`src/rtl/uart_cmd_codec.sv`:
```
module uart_cmd_codec #(
  parameter int ADDR_BYTES = 4,
  parameter int DATA_BYTES = 4,
  parameter logic [7:0] CMD_WRITE = 8'h01,
  parameter logic [7:0] CMD_READ  = 8'h02
) (
  input  logic                    clk,
  input  logic                    rst_n,
  input  logic                    rx_valid,
  input  logic [7:0]              rx_byte,
  input  logic                    tx_done,
  input  logic                    rsp_valid,
  input  logic [DATA_BYTES*8-1:0] rsp_word,
  output logic                    wr_req,
  output logic                    rd_req,
  output logic [ADDR_BYTES*8-1:0] req_addr,
  output logic [DATA_BYTES*8-1:0] req_wdata,
  output logic                    tx_en,
  output logic [7:0]              tx_byte
);
  localparam int AW    = ADDR_BYTES * 8;
  localparam int DW    = DATA_BYTES * 8;
  localparam int FRAME = 1 + ADDR_BYTES + DATA_BYTES;
  localparam int CW    = $clog2(FRAME);
  localparam int SW    = (DATA_BYTES > 1) ? $clog2(DATA_BYTES) : 1;

  // frame collection
  logic [CW-1:0]          rx_cnt;
  logic [8*(FRAME-1)-1:0] rx_buf;
  logic [8*FRAME-1:0]     frame;
  logic                   frame_end;
  logic [7:0]             cmd;

  assign frame     = {rx_buf, rx_byte};
  assign frame_end = rx_valid && (rx_cnt == CW'(FRAME - 1));
  assign cmd       = frame[8*FRAME-1 -: 8];

  always_ff @(posedge clk or negedge rst_n) begin
    if (!rst_n) begin
      rx_cnt    <= '0;
      rx_buf    <= '0;
      wr_req    <= 1'b0;
      rd_req    <= 1'b0;
      req_addr  <= '0;
      req_wdata <= '0;
    end else begin
      wr_req <= 1'b0;
      rd_req <= 1'b0;
      if (rx_valid) begin
        rx_buf <= frame[8*(FRAME-1)-1:0];
        rx_cnt <= frame_end ? '0 : rx_cnt + 1'b1;
      end
      if (frame_end) begin
        if (cmd == CMD_WRITE) begin
          wr_req    <= 1'b1;
          req_addr  <= frame[DW +: AW];
          req_wdata <= frame[DW-1:0];
        end else if (cmd == CMD_READ) begin
          rd_req   <= 1'b1;
          req_addr <= frame[DW +: AW];
        end
      end
    end
  end

  // response serialiser
  logic          busy, hold_v, in_v;
  logic [SW-1:0] tx_idx;
  logic [DW-1:0] tx_sh, hold_w, in_w;

  assign in_v    = rsp_valid | wr_req;
  assign in_w    = rsp_valid ? rsp_word : req_wdata;
  assign tx_byte = tx_sh[DW-1 -: 8];

  always_ff @(posedge clk or negedge rst_n) begin
    if (!rst_n) begin
      busy   <= 1'b0;
      tx_en  <= 1'b0;
      tx_idx <= '0;
      tx_sh  <= '0;
      hold_v <= 1'b0;
      hold_w <= '0;
    end else begin
      tx_en <= 1'b0;
      if (!busy) begin
        if (hold_v || in_v) begin
          busy   <= 1'b1;
          tx_en  <= 1'b1;
          tx_idx <= '0;
          tx_sh  <= hold_v ? hold_w : in_w;
          hold_v <= hold_v && in_v;
          if (hold_v && in_v) hold_w <= in_w;
        end
      end else begin
        if (in_v) begin
          hold_v <= 1'b1;
          hold_w <= in_w;
        end
        if (tx_done) begin
          if (tx_idx == SW'(DATA_BYTES - 1)) begin
            busy <= 1'b0;
          end else begin
            tx_idx <= tx_idx + 1'b1;
            tx_sh  <= tx_sh << 8;
            tx_en  <= 1'b1;
          end
        end
      end
    end
  end

  a_r5_one_request: assert property (@(posedge clk) disable iff (!rst_n)
    $onehot0({wr_req, rd_req}));

  a_r5_single_pulse: assert property (@(posedge clk) disable iff (!rst_n)
    (wr_req || rd_req) |=> !(wr_req || rd_req));

  a_r5_addr_stable: assert property (@(posedge clk) disable iff (!rst_n)
    !(wr_req || rd_req) |-> $stable(req_addr) && $stable(req_wdata));

  a_r8_wait_done: assert property (@(posedge clk) disable iff (!rst_n)
    (busy && !tx_done) |=> !tx_en);

  a_r8_en_pulse: assert property (@(posedge clk) disable iff (!rst_n)
    tx_en |=> !tx_en);

  a_r1_no_early_req: assert property (@(posedge clk) disable iff (!rst_n)
    !frame_end |=> !(wr_req || rd_req));

endmodule

```
`config.mk`:
```
export PLATFORM = sky130hd
export DESIGN_NAME = uart_cmd_codec
export DESIGN_NICKNAME = d
export VERILOG_FILES = /design/src/rtl/uart_cmd_codec.sv
export SDC_FILE = /design/constraint.sdc
export NUM_CORES = 1
export LEC_CHECK = 0
export BUFFER_PORTS_ARGS = -buffer_cell sky130_fd_sc_hd__buf_2
export CORE_MARGIN = 4
export CORE_UTILIZATION = 62
export DETAILED_ROUTE_END_ITERATION = 16
export GPL_TIMING_DRIVEN = 0
export HOLD_SLACK_MARGIN = 0.12
export PLACE_DENSITY = 0.95
export REMOVE_ABC_BUFFERS = 1
export SETUP_SLACK_MARGIN = 0.02
export SYNTH_ARGS = -nofsm -noshare
export SYNTH_HDL_FRONTEND = slang
export SYNTH_SLANG_ARGS = --single-unit
```
`constraint.sdc`:
```
create_clock -name clk -period 3.05 [get_ports clk]
set_clock_uncertainty 0.2 [all_clocks]
set_input_delay 0.61 -clock clk [delete_from_list [all_inputs] [get_ports clk]]
set_output_delay 0.61 -clock clk [all_outputs]
set_load 0.005 [all_outputs]
```
; ---- Word level (Yosys, flattened, before mapping)
; Cells that the tools add are included.
[word_totals]
register_bits = 203
out_inout_bits = 75
input_bits = 45
word_cells = 64
[op_classes]
bitwise_logic = 1
mux = 31
reduce_logical = 11
addsub = 2
n_eq_ne = 7
[op_table]
columns = cell, n
row1 = $mux W32, 12
row2 = $mux W1, 14
row3 = $eq A8 B1 Y1 const B, 1
row4 = $eq A8 B2 Y1 const B, 1
row5 = $mux W2, 4
row6 = $reduce_and A2 Y1, 3
row7 = $reduce_and A3 Y1, 2
row8 = $reduce_bool A2 Y1, 3
row9 = $add A4 B1 Y4 const B, 1
row10 = $eq A4 B4 Y1 const B, 1
row11 = $mux W4, 1
row12 = $ne A2 B2 Y1 const B, 2
row13 = $add A2 B1 Y2 const B, 1
row14 = $eq A2 B2 Y1 const B, 1
row15 = $logic_and A1 B1 Y1, 2
row16 = $ne A2 B1 Y1 const B, 1
row17 = $logic_or A1 B1 Y1, 1
row18 = $or A1 B1 Y1, 1

; ---- Depth between registers and ports, before layout
[depth]
depth_word = 5
depth_mapped = 6
ltp_nobuf = 5

; ---- Worst setup path after synthesis
; No wires, ideal clock.
[synth_path]
kind = input-to-reg
start = input rx_valid
end = register req_addr[30]
arrival_ns = 1.717
slack_ns = 1.008
path_buffers = 2
setup_time_ns = 0.125
stages = 5
required_time_ns = 2.725
path_cell_list = buf_2 -> and4b_1 -> nand4_4 -> buf_6 -> mux2_4
[synth_via]
elab_chain_len = 2
[synth_rtl]
columns = item, line
row1 = "start, declared", 9  ; input logic rx_valid,
row2 = $logic_and A1 B1 Y1, 35  ; assign frame_end = rx_valid && (rx_cnt == CW'(FRAME - 1));
row3 = $reduce_and A2 Y1 (no line), n/a
row4 = "end signal, assigned", 56  ; req_addr <= frame[DW +: AW];
row5 = "end signal, assigned", 60  ; req_addr <= frame[DW +: AW];
row6 = "end, declared", 16  ; output logic [ADDR_BYTES*8-1:0] req_addr,
; Every way passes these cells.
; A chain may end at the register's enable or synchronous reset.

; ---- Final worst setup path
[layout_path]
start = input rx_valid
end = register req_wdata[12]
[layout_via]
elab_chain_len = 2
[layout_rtl]
columns = item, line
row1 = $logic_and A1 B1 Y1, 35
row2 = $reduce_and A2 Y1 (no line), n/a
row3 = "end signal, assigned", 57  ; req_wdata <= frame[DW-1:0];
row4 = "end, declared", 17  ; output logic [DATA_BYTES*8-1:0] req_wdata,
; Every way passes these cells.

==> metrics.yaml <==
final_layout:
  fin_nets: 777
  syn2layout_area_growth_pct: 16.4
  nFillCells: 862
  stdcell_area_um2: 10100
  diodes: 0
  drive_above_1_share_pct: 45.1
  fin_cells: 918
sta:
  tightest_slew_ns: 1.09
  relSlewSlack_pct: 27.3
  rsz0062_at_grt: "false"
  fmax_mhz: 350
  fin_crit_ns: 2.86
  hold_viol_final: 0
  setup_viol: 0
  drv_slew: 0
  finalCritPeriodShare_pct: 93.7
routing:
  ant_nets: 0
  wl_met2_mm: 8.66
  m1WireLength_mm: 7.53
  wl_met3_um: 931
  drt_iter0_drc: 321
  viasPerCell: 5.80
  vias: 5323
  wirelength_mm: 17.4
  firstDrtPassIters: 7
  highest-signal-layer: "met4"
  drc: 0
  wl_per_cell_um: 19.0
placed_design:
  post_dp_cell_area_um2: 9300
  port_buffers: 119
  hpwl_mm: 11.6
  dp_cells: 881
  gp_congestion: 0.750
power:
  p_total_uw: 7850
  power_density_nw_per_um2: 780
  peakVddDrop_uv: 459
  p_leak_uw: 0.00506
cts:
  cts_tree: "built"
  clk_latency_ns: 0.49
  path_clk_slew_ns: 0.06
  clockBufferDepth: 3
  cts_sinks: 203
  root_buffer: "clkbuf_16"
  numCtsBuffers: 21
  cts.htree.levels: 1
yosys:
  ys_types: 31
  ys_ff_latch: 203
  ys_warn_count: 0
  syn-cell-area_um2: 8640
  syn_inst: 627
  syn_area_per_cell_um2: 13.8
  ys_seq_area_share_pct: 58.8
critical_path:
  slowest_delay_ns: 0.66
  endpoint: "req_wdata[12]"
  cp_max_fo: 72
  reg2reg_depth: 3
  cp_slowest_cell: "buf_4"
  required_ns: 3.21
  r2r_setup_slack_ns: 0.28
  reg2reg_to: "tx_sh[17]"
  critical_path.cell_chain: "buf_4, and4b_1, nand4_4, mux2_2"
  path_class: "in -> reg"
  cp-start-kind: "input pin"
  startpoint: "rx_valid"
  r2r_start: "busy"
  end_kind: "flip-flop"
  arrival_ns: 3.02
floorplanning:
  core_area_um2: 13500
  die_x_um: 126
  fp.dieH_um: 126
  start_util_pct: 64.3
  io_pins: 120
  dieArea_um2: 15900
  rows: 42
global_route:
  grt_max_degree: 121
  grt_first_pass_wirelength_mm: 29.4
  overflow: 0
  first_global_vias: 5648
  antenna_found_initial: 0
  grtUsageTotal_pct: 22.3
worst_hold_path:
  hold_path.class: "in -> reg"
run_status:
  status: "finished, final reports clean"
flow_run:
  timing.max_cap.violations: 0
-- final cells by class --
cell class	count	area [um^2]	share of cell area [%]
Sequential cell	203	5080	50.5
Tap cell	176	220	2.19
Inverter	50	188	1.86
Clock inverter	9	180	1.79
Multi-Input combinational cell	329	3130	31.1
Timing Repair Buffer	124	692	6.87
Clock buffer	27	578	5.74
-- flip-flops by register name (all words and copies together) (netlist names) --
signal and count:
hold_v 1, wr_req 1, tx_idx 2, rx_cnt 4
req_addr 32, busy 1, rd_req 1, tx_en 1
rx_buf 64, req_wdata 32, tx_sh 32, hold_w 32
-- power breakdown --
part           switching [uW]  internal (uW)  total (uW)
Sequential                428           3230        3660
Combinational             638            798        1440
Clock                     997           1760        2760
Total                    2060           5790        7850
-- how the worst min path moves through the flow --
| stage | from | end | depth (start not counted) |
|---|---|---|---|
| after floorplan | rst_n | busy | 0 |
| after global placement | hold_w[10] | hold_w[10] | 2 |
| after detailed placement | hold_w[12] | hold_w[12] | 2 |
| after CTS | tx_done | busy | 2 |
| after global routing | tx_done | busy | 2 |
| final | tx_done | busy | 2 |
-- synthesized netlist by cell type, drive strengths merged --
master	count	area share, %
nand2	39	1.7
nor4	2	0.32
a31oi	1	0.072
or3b	1	0.10
dfrtp	203	59
buf	32	2.6
nor4bb	1	0.12
ha	3	0.43
nor2	5	0.25
nand4	2	0.49
nor3	1	0.12
xor2	2	0.20
o22ai	2	0.14
mux2i	41	4.7
and4	1	0.10
inv	50	2.2
mux2	168	22
and4b	2	0.23
nand3b	1	0.087
nor2b	3	0.22
a221oi	1	0.10
clkbuf	13	0.56
a222oi	23	2.7
a21boi	1	0.087
o21ai	29	1.7
-- critical path, delay by kind of cell --
kind	cells	cell delay, ns
buf+inv	1	0.66
mux	1	0.51
simple gates	2	1.13
-- what timing repair did --
item / in CTS / in global routing
hold buffers: 1 / 0
setup buffers: 0 / 0
setup endpoints to repair: 26 / 0
hold endpoints to repair: 83 / 0
resized for setup: 1 / 0
-- layout by cell type, fill, tap and decap left out, types with 2 or more instances in the layout --
cell       Yosys  final
inv_1         50     50
bufinv_16      0      5
o21ai_0       28     28
mux2_2       166    166
clkbuf_1      13      3
clkbuf_16      0     21
clkbuf_8       0      3
and4b_1        2      2
nor2_2         1      2
a222oi_1      23     23
dfrtp_1      203    202
nor2b_1        3      2
mux2_4         2      2
mux2i_1       41     41
nand4_4        2      2
ha_1           3      3
nor2_1         4      3
nand2_1       39     39
buf_8          0      2
buf_2         14    117
xor2_1         2      2
-- metrics by stage --
step / setup WS (ns) / util [%] / hold WS (ns) / setup TNS, ns
after floorplan: -0.361 / - / 0.114 / -7.23
after global placement: -1.90 / 68.3 / 0.262 / -493.12
after detailed placement: -0.298 / 69.1 / 0.271 / -21.68
after CTS: 0.187 / 74.8 / 0.125 / 0
after global routing: 0.0838 / 74.8 / 0.135 / 0
final: 0.192 / 74.8 / 0.140 / 0
-- cells by family after synthesis --
family / count (synthesis) / synth area share, %
multiplexers: 209 / 26.7
flip-flops: 203 / 58.8
buffers and inverters: 95 / 5.37
AND/OR/NAND/NOR: 58 / 3.72
AO/OA/AOI/OAI: 57 / 4.79
adder cells (fa/ha/maj): 3 / 0.434
XOR/XNOR: 2 / 0.203
-- metal layers --
layer	global-route usage [%]	up-vias
li1	-	2407
met1	30.3	2738
met2	38.0	153
met3	3.94	25
met4	5.17	0
met5	0	-
(Power assumes the default switching activity.)
